**config.mk**
```make
export PLATFORM = sky130hd
export DESIGN_NAME = mux_dram_top
export DESIGN_NICKNAME = d
export VERILOG_FILES = /design/src/rtl/mux_dram_pkg.sv /design/src/rtl/mux_dram_array.sv /design/src/rtl/mux_dram_refresh.sv /design/src/rtl/mux_dram_ctrl.sv /design/src/rtl/mux_dram_top.sv
export SDC_FILE = /design/constraint.sdc
export NUM_CORES = 2
export LEC_CHECK = 0
export ABC_AREA = 1
export BUFFER_PORTS_ARGS = -buffer_cell sky130_fd_sc_hd__clkbuf_2
export CELL_PAD_IN_SITES_DETAIL_PLACEMENT = 1
export CELL_PAD_IN_SITES_GLOBAL_PLACEMENT = 1
export CORE_ASPECT_RATIO = 1.1
export CORE_MARGIN = 2
export CORE_UTILIZATION = 53
export DETAILED_ROUTE_END_ITERATION = 10
export PLACE_DENSITY_LB_ADDON = 0.1
export SYNTH_ARGS = -nofsm -noshare
export SYNTH_HDL_FRONTEND = slang
export SYNTH_HIERARCHICAL = 1
export SYNTH_SLANG_ARGS = --single-unit
```
**constraint.sdc**
```tcl
create_clock -name clk -period 9 [get_ports clk]
set_clock_uncertainty 0.1 [all_clocks]
set_input_delay 0.9 -clock clk [delete_from_list [all_inputs] [get_ports clk]]
set_output_delay 0.9 -clock clk [all_outputs]
set_load 0.02 [all_outputs]
```
**src/rtl/mux_dram_pkg.sv**
```systemverilog
// Shared types and helpers for the multiplexed-address DRAM block.
// Assumes nothing beyond IEEE 1800-2017 package semantics.
package mux_dram_pkg;

    // Controller command phases; one command per non-idle state.
    typedef enum logic [2:0] {
        ST_IDLE = 3'd0,
        ST_ROW  = 3'd1,
        ST_COL  = 3'd2,
        ST_WB   = 3'd3,
        ST_REF  = 3'd4
    } phase_t;

    // Larger of two widths, used to size the shared address bus.
    function automatic int unsigned wmax(input int unsigned a, input int unsigned b);
        return (a > b) ? a : b;
    endfunction

endpackage

```
**src/rtl/mux_dram_array.sv**
```systemverilog
// One behavioural DRAM lane: ROWS x COLS cells of W bits plus a row buffer.
// A row command loads the row buffer from the array. A column command reads
// one buffered cell into dout or writes din into the buffer. A write-back
// command copies the buffer into the array at the row that was opened.
// Assumes the controller never issues a column command with no open row.
module mux_dram_array #(
    parameter int unsigned ROWS  = 4,
    parameter int unsigned COLS  = 4,
    parameter int unsigned W     = 8,
    parameter int unsigned BUS_W = 2
) (
    input  logic             clk,
    input  logic             rst_n,
    input  logic             row_cmd,
    input  logic             col_cmd,
    input  logic             wb_cmd,
    input  logic             wr_en,
    input  logic [BUS_W-1:0] addr,
    input  logic [W-1:0]     din,
    output logic [W-1:0]     dout
);
    localparam int unsigned ROW_W = $clog2(ROWS);
    localparam int unsigned COL_W = $clog2(COLS);

    logic [W-1:0]     cells   [ROWS][COLS];
    logic [W-1:0]     row_buf [COLS];
    logic [ROW_W-1:0] buf_row;

    // Cell storage: updated only by write-back of the row buffer.
    always_ff @(posedge clk) begin
        if (wb_cmd) begin
            for (int c = 0; c < int'(COLS); c++) begin
                cells[buf_row][c] <= row_buf[c];
            end
        end
    end

    // Row buffer: loaded whole on a row command, one cell on a column write.
    always_ff @(posedge clk) begin
        if (row_cmd) begin
            for (int c = 0; c < int'(COLS); c++) begin
                row_buf[c] <= cells[addr[ROW_W-1:0]][c];
            end
        end else if (col_cmd && wr_en) begin
            row_buf[addr[COL_W-1:0]] <= din;
        end
    end

    // Buffered row number and read data register.
    always_ff @(posedge clk) begin
        if (!rst_n) begin
            buf_row <= '0;
            dout    <= '0;
        end else begin
            if (row_cmd) begin
                buf_row <= addr[ROW_W-1:0];
            end
            if (col_cmd && !wr_en) begin
                dout <= row_buf[addr[COL_W-1:0]];
            end
        end
    end
endmodule

```
**src/rtl/mux_dram_refresh.sv**
```systemverilog
// Refresh interval timer. Raises a pending flag every INTERVAL cycles and
// holds it until the controller reports that the refresh was issued.
// Assumes INTERVAL is well above the longest access sequence.
module mux_dram_refresh #(
    parameter int unsigned INTERVAL = 64
) (
    input  logic clk,
    input  logic rst_n,
    input  logic ref_done,
    output logic ref_pending
);
    localparam int unsigned CNT_W = $clog2(INTERVAL);

    logic [CNT_W-1:0] tick_cnt;
    logic             expire;

    assign expire = (tick_cnt == CNT_W'(INTERVAL - 1));

    // Free-running interval count.
    always_ff @(posedge clk) begin
        if (!rst_n || expire) begin
            tick_cnt <= '0;
        end else begin
            tick_cnt <= tick_cnt + 1'b1;
        end
    end

    // Pending flag: set on expiry, cleared when the refresh is done.
    always_ff @(posedge clk) begin
        if (!rst_n) begin
            ref_pending <= 1'b0;
        end else if (expire) begin
            ref_pending <= 1'b1;
        end else if (ref_done) begin
            ref_pending <= 1'b0;
        end
    end
endmodule

```
**src/rtl/mux_dram_ctrl.sv**
```systemverilog
// Command sequencer. It accepts a request in idle and splits the index into
// a row and a column. It then issues, in order, write-back (if another row
// is open), row open (if the needed row is not open) and column access.
// A pending refresh wins over a new request and closes any open row first.
// Assumes the request fields stay stable while req_valid is high.
module mux_dram_ctrl
    import mux_dram_pkg::*;
#(
    parameter int unsigned ROW_W = 2,
    parameter int unsigned COL_W = 2,
    parameter int unsigned BUS_W = 2
) (
    input  logic                   clk,
    input  logic                   rst_n,
    input  logic                   req_valid,
    output logic                   req_ready,
    input  logic                   req_write,
    input  logic [ROW_W+COL_W-1:0] req_index,
    input  logic                   ref_pending,
    output logic                   ref_done,
    output logic                   row_cmd,
    output logic                   col_cmd,
    output logic                   wb_cmd,
    output logic                   wr_en,
    output logic [BUS_W-1:0]       addr,
    output logic                   rsp_valid
);
    phase_t           state;
    logic             row_open;
    logic [ROW_W-1:0] open_row;
    logic [ROW_W-1:0] cur_row;
    logic [COL_W-1:0] cur_col;
    logic             cur_we;
    logic             serving;
    logic             accept;
    logic [ROW_W-1:0] in_row;

    assign in_row    = req_index[ROW_W+COL_W-1:COL_W];
    assign req_ready = (state == ST_IDLE) && !ref_pending;
    assign accept    = req_ready && req_valid;
    assign row_cmd   = (state == ST_ROW);
    assign col_cmd   = (state == ST_COL);
    assign wb_cmd    = (state == ST_WB);
    assign ref_done  = (state == ST_REF);
    assign wr_en     = cur_we;

    // Shared address bus: row in the row phase, column in the column phase.
    always_comb begin
        addr = '0;
        if (state == ST_ROW) begin
            addr[ROW_W-1:0] = cur_row;
        end else if (state == ST_COL) begin
            addr[COL_W-1:0] = cur_col;
        end
    end

    // Phase sequencing and open-row bookkeeping.
    always_ff @(posedge clk) begin
        if (!rst_n) begin
            state    <= ST_IDLE;
            row_open <= 1'b0;
            open_row <= '0;
            cur_row  <= '0;
            cur_col  <= '0;
            cur_we   <= 1'b0;
            serving  <= 1'b0;
        end else begin
            case (state)
                ST_IDLE: begin
                    if (ref_pending) begin
                        serving <= 1'b0;
                        state   <= row_open ? ST_WB : ST_REF;
                    end else if (req_valid) begin
                        serving <= 1'b1;
                        cur_row <= in_row;
                        cur_col <= req_index[COL_W-1:0];
                        cur_we  <= req_write;
                        if (row_open && open_row == in_row) begin
                            state <= ST_COL;
                        end else if (row_open) begin
                            state <= ST_WB;
                        end else begin
                            state <= ST_ROW;
                        end
                    end
                end
                ST_WB: begin
                    row_open <= 1'b0;
                    state    <= serving ? ST_ROW : ST_REF;
                end
                ST_ROW: begin
                    row_open <= 1'b1;
                    open_row <= cur_row;
                    state    <= ST_COL;
                end
                ST_COL: begin
                    serving <= 1'b0;
                    state   <= ST_IDLE;
                end
                ST_REF: begin
                    row_open <= 1'b0;
                    state    <= ST_IDLE;
                end
                default: state <= ST_IDLE;
            endcase
        end
    end

    // Read response pulse in the cycle after the column read.
    always_ff @(posedge clk) begin
        if (!rst_n) begin
            rsp_valid <= 1'b0;
        end else begin
            rsp_valid <= (state == ST_COL) && !cur_we;
        end
    end

    logic unused_accept;
    assign unused_accept = accept;
endmodule

```
**src/rtl/mux_dram_top.sv**
```systemverilog
// Top level: one controller, one refresh timer and LANES identical arrays
// ganged into a WORD_W-bit word. Lane i holds word bits [i*LANE_W +: LANE_W].
// All lanes see the same commands and address.
module mux_dram_top
    import mux_dram_pkg::*;
#(
    parameter  int unsigned ROWS             = 4,
    parameter  int unsigned COLS             = 4,
    parameter  int unsigned LANE_W           = 8,
    parameter  int unsigned LANES            = 8,
    parameter  int unsigned REFRESH_INTERVAL = 64,
    localparam int unsigned ROW_W            = $clog2(ROWS),
    localparam int unsigned COL_W            = $clog2(COLS),
    localparam int unsigned IDX_W            = ROW_W + COL_W,
    localparam int unsigned BUS_W            = wmax(ROW_W, COL_W),
    localparam int unsigned WORD_W           = LANE_W * LANES
) (
    input  logic              clk,
    input  logic              rst_n,
    input  logic              req_valid,
    output logic              req_ready,
    input  logic              req_write,
    input  logic [IDX_W-1:0]  req_index,
    input  logic [WORD_W-1:0] req_wdata,
    output logic              rsp_valid,
    output logic [WORD_W-1:0] rsp_rdata,
    output logic              row_strobe,
    output logic              col_strobe,
    output logic              wb_strobe,
    output logic              ref_strobe,
    output logic [BUS_W-1:0]  addr_bus
);
    logic ref_pending;
    logic ref_done;
    logic wr_en;

    assign ref_strobe = ref_done;

    mux_dram_refresh #(.INTERVAL(REFRESH_INTERVAL)) u_refresh (
        .clk         (clk),
        .rst_n       (rst_n),
        .ref_done    (ref_done),
        .ref_pending (ref_pending)
    );

    mux_dram_ctrl #(.ROW_W(ROW_W), .COL_W(COL_W), .BUS_W(BUS_W)) u_ctrl (
        .clk         (clk),
        .rst_n       (rst_n),
        .req_valid   (req_valid),
        .req_ready   (req_ready),
        .req_write   (req_write),
        .req_index   (req_index),
        .ref_pending (ref_pending),
        .ref_done    (ref_done),
        .row_cmd     (row_strobe),
        .col_cmd     (col_strobe),
        .wb_cmd      (wb_strobe),
        .wr_en       (wr_en),
        .addr        (addr_bus),
        .rsp_valid   (rsp_valid)
    );

    // One array per byte lane; all share commands and address.
    for (genvar g = 0; g < int'(LANES); g++) begin : g_lane
        mux_dram_array #(.ROWS(ROWS), .COLS(COLS), .W(LANE_W), .BUS_W(BUS_W)) u_array (
            .clk     (clk),
            .rst_n   (rst_n),
            .row_cmd (row_strobe),
            .col_cmd (col_strobe),
            .wb_cmd  (wb_strobe),
            .wr_en   (wr_en),
            .addr    (addr_bus),
            .din     (req_wdata_q[g*LANE_W +: LANE_W]),
            .dout    (rsp_rdata[g*LANE_W +: LANE_W])
        );
    end

    // Hold write data from acceptance until the column write.
    logic [WORD_W-1:0] req_wdata_q;
    always_ff @(posedge clk) begin
        if (!rst_n) begin
            req_wdata_q <= '0;
        end else if (req_valid && req_ready) begin
            req_wdata_q <= req_wdata;
        end
    end
endmodule

```
-- Word-level counts from Yosys, hierarchy flattened
Memory sizes are Yosys's and may differ from the RTL's. A register that Yosys moved wholly into a read port is not among the register bits.
Cells that the tools add are included.
Widths: inputs -> output; s select.
- register bits after elaboration: 86
- RAM bits: 1280
- output and inout bits: 72
- logic and storage cells: 115
- memories: 16
- memory list (name ; depth ; bits a word ; rd ports ; clocked after Yosys merged registers in ; wr ports ; line ; source):
    g_lane[0].u_array.cells ; 4 ; 32 ; 1 ; 0 ; 1 ; mux_dram_array.sv:25 ; logic [W-1:0] cells [ROWS][COLS];
    g_lane[1].u_array.cells ; 4 ; 32 ; 1 ; 0 ; 1 ; mux_dram_array.sv:25 ;
    g_lane[2].u_array.cells ; 4 ; 32 ; 1 ; 0 ; 1 ; mux_dram_array.sv:25 ;
    g_lane[3].u_array.cells ; 4 ; 32 ; 1 ; 0 ; 1 ; mux_dram_array.sv:25 ;
    g_lane[4].u_array.cells ; 4 ; 32 ; 1 ; 0 ; 1 ; mux_dram_array.sv:25 ;
    g_lane[5].u_array.cells ; 4 ; 32 ; 1 ; 0 ; 1 ; mux_dram_array.sv:25 ;
    10 more memories ; - ; - ; - ; - ; - ; - ;
- add/sub/neg operators: 1
- equality and inequality tests: 7
- multiplexer cells: 46
- bitwise operators: 1
- reductions and logical operators: 32
- operators by type and width (kind ; count):
    $mux 8 ; 8
    $reduce_or 8->1 ; 8
    $mux 2 ; 11
    $mux 1 ; 19
    $mux 3 ; 5
    $logic_not 1->1 ; 11
    $pmux 3 s3 ; 1
    $add 6x1->6 const B ; 1
    $eq 3x2->1 const B ; 2
    $eq 6x6->1 const B ; 1
    $reduce_bool 2->1 ; 3
    $logic_and 1x1->1 ; 5
    $pmux 1 s2 ; 2
    $eq 3x1->1 const B ; 1
    $eq 3x3->1 const B ; 1
    $logic_not 3->1 ; 1
    $ne 3x3->1 const B ; 1
    $reduce_and 3->1 ; 1
    $eq 2x2->1 ; 1
    $reduce_and 2->1 ; 1
    $reduce_or 2->1 ; 1
    $logic_or 1x1->1 ; 1
    $not 1->1 ; 1

-- Longest topological paths before layout
- word-level depth: 7
- mapped depth: 15
- mapped depth without buffers: 13

-- By module
The synthesis kept the hierarchy.
- by module, submodules not included (module ; instances ; cells each ; area each (µm²) ; seq. area each (µm²)):
    mux_dram_array (g_lane[0].u_array ...) ; 4 ; 769 ; 7592.3 ; 5004.8
    mux_dram_array (g_lane[4].u_array ...) ; 4 ; 738 ; 7472.2 ; 5004.8
    mux_dram_top ; 1 ; 406 ; 2652.5 ; 1281.2
    mux_dram_ctrl ; 1 ; 94 ; 626.9 ; 260.2
    mux_dram_refresh ; 1 ; 36 ; 292.8 ; 140.1

-- Worst setup path after synthesis
No wires, ideal clock.
- path kind: reg2reg
- start point: register u_ctrl.state[2]
- end point: memory g_lane[0].u_array/cells[0][0] in the netlist's numbering (enable)
- library setup time: 461 ps
- data arrival time: 3258 ps
- data required time: 8439 ps
- setup slack: 5181 ps
- cell stages (with the launch flop): 6
- buffers on the path: 0
- period minus slack after synthesis: 3819 ps
- cells stage by stage: dfxtp_1 > inv_2 > nand2_2 > nor2_2 > inv_1 > nor3_1
- cells in the longest elaborated chain, start to end: 3
- ends and longest elaborated chain (what ; line ; source):
    start, declared ; mux_dram_ctrl.sv:28 ; phase_t state;
    start signal, assigned ; mux_dram_ctrl.sv:72 ; state <= row_open ? ST_WB : ST_REF;
    start signal, assigned ; mux_dram_ctrl.sv:89 ; state <= serving ? ST_ROW : ST_REF;
    $eq 3x2->1 ; mux_dram_ctrl.sv:43 ; assign wb_cmd = (state == ST_WB);
    via wb_strobe ; mux_dram_top.sv:29 ; output logic wb_strobe,
    $mux 1 ; mux_dram_array.sv:31 ; if (wb_cmd) begin
    $mux 1 (implied by the code) ; mux_dram_array.sv:33 ; cells[buf_row][c] <= row_buf[c];
    end, declared ; mux_dram_array.sv:25 ;
The timed path passes the listed nets, and every way through them passes these cells.

-- Final worst setup path
- start point: register u_ctrl.state[1]
- end point: output port addr_bus[0]
- cells in the longest elaborated chain, start to end: 3
- elaborated cells between the ends (all ways): 4
- those cells by class: eq/ne: 2; mux: 2
- ends and longest elaborated chain (what ; line ; source):
    $eq 3x2->1 ; mux_dram_ctrl.sv:52 ; end else if (state == ST_COL) begin
    $mux 2 ; mux_dram_ctrl.sv:52 ;
    $mux 2 * ; mux_dram_ctrl.sv:50 ; if (state == ST_ROW) begin
    end, declared ; mux_dram_top.sv:31 ; output logic [BUS_W-1:0] addr_bus
Mark *: on every way between the ends. The rest lies on a longest branch, timed or not.

==> impl_metrics.py <==
metrics = {
    "critical_path": {
        "end_kind": "output pin",
        "worstSetupPathType": "register to output pin",
        "crit_path_max_incr_delay_ns": 0.58,
        "critPathArrivalTime_ns": 4.64,
        "crit_path_top_delay_cell": "buf_4",
        "path_cells": "inv_2 > nor2_1 > nand2_1 > inv_2 > buf_4 > nand2_1 > nand2_4 > buf_4 > buf_12 > clkbuf_2",
        "worst-path-buf-inv": 6,
        "cp-endpoint": "addr_bus[0]",
        "cpLargestDelayFamily": "buffers and inverters",
        "required_ns": 8.00,
        "r2r_slack_ns": 3.97,
        "r2r-start": "u_ctrl/state[1]",
        "cp.depth": 10,
        "worstReg2RegEnd": "g_lane[4].u_array/row_buf[3][4]",
        "start_kind": "register",
        "reg2regPathDepth": 10,
        "startpoint": "u_ctrl/state[1]",
        "path_max_fanout": 170,
    },
    "min_path": {
        "hold_class": "input port to register",
    },
    "floorplanning": {
        "core_sq_um": 119000,
        "die_h_microns": 368,
        "ioPinCount": 144,
        "die_x_microns": 335,
        "die_area_sq_um": 123000,
        "start_util": 0.534,
        "rows": 133,
    },
    "layout": {
        "final_cells": 8297,
        "nets": 6692,
        "final_layout_size_suffix_gt1_frac": 0.0812,
        "antenna_cells": 0,
        "fillerInstances": 13200,
        "area_growth_syn_to_layout_pct": 9.69,
    },
    "route": {
        "drc_errors": 0,
        "wl_per_cell_microns": 20.3,
        "via_per_inst": 5.42,
        "drt-total-wl_mm": 169,
        "vias": 45000,
        "drt_iter0_drc": 3322,
        "dr.pass1.iters": 7,
        "ant_nets": 0,
    },
    "clock_network": {
        "cts_resized": 0,
        "ctsHoldBuffers": 0,
        "cts_root_buf": "clkbuf_16",
        "path_clk_slew_ns": 0.06,
        "post_cts_buffers": 0,
        "cts_tree": "done",
        "clkLatencyLatePin_ns": 0.78,
        "cts_sinks": 1444,
        "htreeDepth": 4,
        "numCtsBuffers": 151,
        "clk_path_buf_depth": 3,
    },
    "pwr": {
        "p_int_uw": 12300,
        "pwr-share-comb": 0.148,
        "seqPwrFrac": 0.505,
        "switching_share": 0.294,
        "switchingPower_uw": 5120,
        "clockPowerShare": 0.347,
        "p_leak_uw": 0.0305,
        "ir_worst_vdd_mv": 0.171,
        "power_density_nw_per_um2": 249,
    },
    "placed_design": {
        "dp_cells": 8018,
        "dpl_worst_slack_ns": 4.06,
        "portBuffers": 143,
        "gp_congestion": 0.768,
        "hpwl_mm": 98.2,
    },
    "synth": {
        "synth_area_leader_cell": "edfxtp_1",
        "synth_xor_area_frac": 0.000274,
        "synth_cell_type_count": 35,
        "synth_area_per_cell_sq_um": 9.72,
        "syn-cell-area_sq_um": 63800,
        "syn_nets": 6637,
        "synth_seq_area_share": 0.654,
        "synth_top_family_by_area": "simple AND/OR/NAND/NOR gates",
        "synth-compound-area-share": 0.00757,
        "synth_simple_gate_area_frac": 0.244,
        "ys_ff_latch": 1444,
        "synth_cells": 6564,
        "ys.warnings.count": 6,
        "yosys.area.top_type_share": 0.602,
        "yosys-top-cells-area": "edfxtp_1 (60%), nand2_1 (13%), inv_1 (6.2%)",
        "synthAdderAreaFrac": 0.000196,
        "synth_mux_area_frac": 0,
    },
    "grt": {
        "gr-total-overflow": 0,
        "antenna_found_initial": 0,
        "grt_pass1_vias": 47400,
        "grt_pass1_wl_mm": 265,
        "grt_usage": 0.276,
        "grt_max_degree": 171,
    },
    "sta": {
        "period_share": 0.626,
        "setup_viol": 0,
        "timing_hold_violations_final": 0,
        "period_minus_slack_ns": 5.64,
        "max_freq_mhz": 177,
        "finalSetupTns_ns": 0,
        "setup_ws_ns": 3.36,
        "slew_headroom": 0.152,
        "tightest_slew_ns": 1.26,
        "drv_slew": 0,
        "rsz0062_at_grt": "false",
    },
    "flow_run": {
        "cap_violations": 0,
    },
    "outcome": {
        "outcome": "complete, no violations",
    },
}
-- logic make-up after synthesis --
group / Yosys count
xor+xnor: 2
simple gates: 3640
buf+inv: 1387
fa+ha+maj: 1
flops: 1444
compound gates: 90
-- power by group through the flow --
| stage | registers (uW) | clock network, uW | logic [uW] |
|---|---|---|---|
| global placement | 8890 | 0 | 2440 |
| finish | 8810 | 6040 | 2580 |
| CTS | 8800 | 6150 | 2600 |
| detailed placement | 8930 | 0 | 2560 |
| global route | 8870 | 6390 | 2910 |
| floorplan | 8680 | 0 | 1820 |
-- cell usage in the layout, fill, tap and decap left out, types with 2 or more instances in the layout --
master and n:
nor2_8 4, nor2_1 348, clkbuf_16 155, clkbuf_8 14, o21ai_0 51, nand2_2 22, dfxtp_1 163, a21oi_1 23
buf_12 3, nand3_2 4, nand4_1 188, clkbuf_1 47, o31ai_2 3, or2_0 5, inv_1 1054, or2_1 28
clkinv_1 22, nand2_4 3, nor2_4 18, clkinv_2 20, nand2_1 2291, nor3_2 32, nand3_1 681, bufinv_16 6
clkbuf_2 142, inv_2 19, inv_4 4, edfxtp_1 1280, nor3_1 2, buf_4 65, o21ai_1 4, clkinvlp_4 4
o31ai_1 5, nand3_4 13, inv_6 11
-- per-layer routing --
| metal | global-route usage | vias to the layer above | part of all wire |
|---|---|---|---|
| li1 | - | 21200 | - |
| met1 | 0.358 | 22500 | 0.42 |
| met2 | 0.485 | 1007 | 0.51 |
| met3 | 0.0339 | 266 | 0.042 |
| met4 | 0.0863 | 0 | 0.025 |
| met5 | 0 | - | 0 |
-- per-stage QoR --
step	instance area, sq um	hold WS (ns)	utilization	total power, uW
6_report	70000	0.247	0.586	17400
3_5_place_dp	65300	0.352	0.546	11500
3_3_place_gp	65300	0.345	0.546	11300
2_1_floorplan	63800	0.330	-	10500
5_1_grt	70000	0.237	0.586	18200
4_1_cts	70000	0.191	0.586	17600
-- layout make-up --
class                      instances  area [sq um]  share of cell area
multi-input combinational       3733         16300               0.233
sequential                      1444         41700               0.596
clock buffer                     216          4250              0.0607
tap                             1552          1940              0.0277
timing repair buffer             211          1270              0.0181
clock inverter                    63           489             0.00699
inverter                        1078          4060              0.0580
-- worst register-to-register path, cell delays in order, from the launching register on --
cell and delay [ns]:
dfxtp_1 0.41, inv_2 0.08, nor2_1 0.15, nand2_1 0.13, inv_2 0.28, buf_4 0.42
nand2_1 0.17, nand2_4 0.55, buf_4 0.64, inv_4 0.47, o31ai_1 1.23
-- synthesized netlist by cell type --
cell / instances
nand2_1: 2294
edfxtp_1: 1280
inv_1: 1055
nand3_1: 681
nor2_1: 348
buf_2: 195
nand4_1: 188
dfxtp_1: 164
buf_6: 51
o21ai_0: 51
buf_4: 43
nor3_1: 34
or2_1: 28
a21oi_1: 23
nand2_2: 22
inv_2: 18
nor2_4: 18
clkbuf_1: 16
nand3_4: 13
o31ai_1: 8
or2_0: 5
clkbuf_4: 4
inv_4: 4
nand3_2: 4
nor2_8: 4
o21ai_1: 4
a21oi_2: 1
clkinv_4: 1
ha_1: 1
nor2_2: 1
o21a_1: 1
o21ai_2: 1
o21bai_1: 1
xnor2_1: 1
xor2_1: 1
-- worst min-delay path by stage --
stage / from / endpoint / slack (ns) / depth (start not counted)
CTS: req_wdata[3] / req_wdata_q[3] / 0.19 / 3
global route: req_wdata[42] / req_wdata_q[42] / 0.24 / 3
finish: req_wdata[3] / req_wdata_q[3] / 0.25 / 3
global placement: u_refresh/tick_cnt[0] / u_refresh/tick_cnt[0] / 0.34 / 1
floorplan: u_refresh/tick_cnt[0] / u_refresh/tick_cnt[0] / 0.33 / 1
detailed placement: u_refresh/tick_cnt[0] / u_refresh/tick_cnt[0] / 0.35 / 1
-- sequential cells by signal (all words and copies together), names as in the netlist --
signal / count
g_lane.u_array/cells: 1024
g_lane.u_array/row_buf: 256
g_lane.u_array/dout: 64
req_wdata_q: 64
g_lane.u_array/buf_row: 16
u_refresh/tick_cnt: 6
u_ctrl/state: 3
u_ctrl/cur_col: 2
u_ctrl/cur_row: 2
u_ctrl/open_row: 2
u_ctrl/row_open: 1
u_ctrl/rsp_valid: 1
u_ctrl/serving: 1
u_ctrl/wr_en: 1
u_refresh/ref_pending: 1
(Power assumes the default switching activity.)
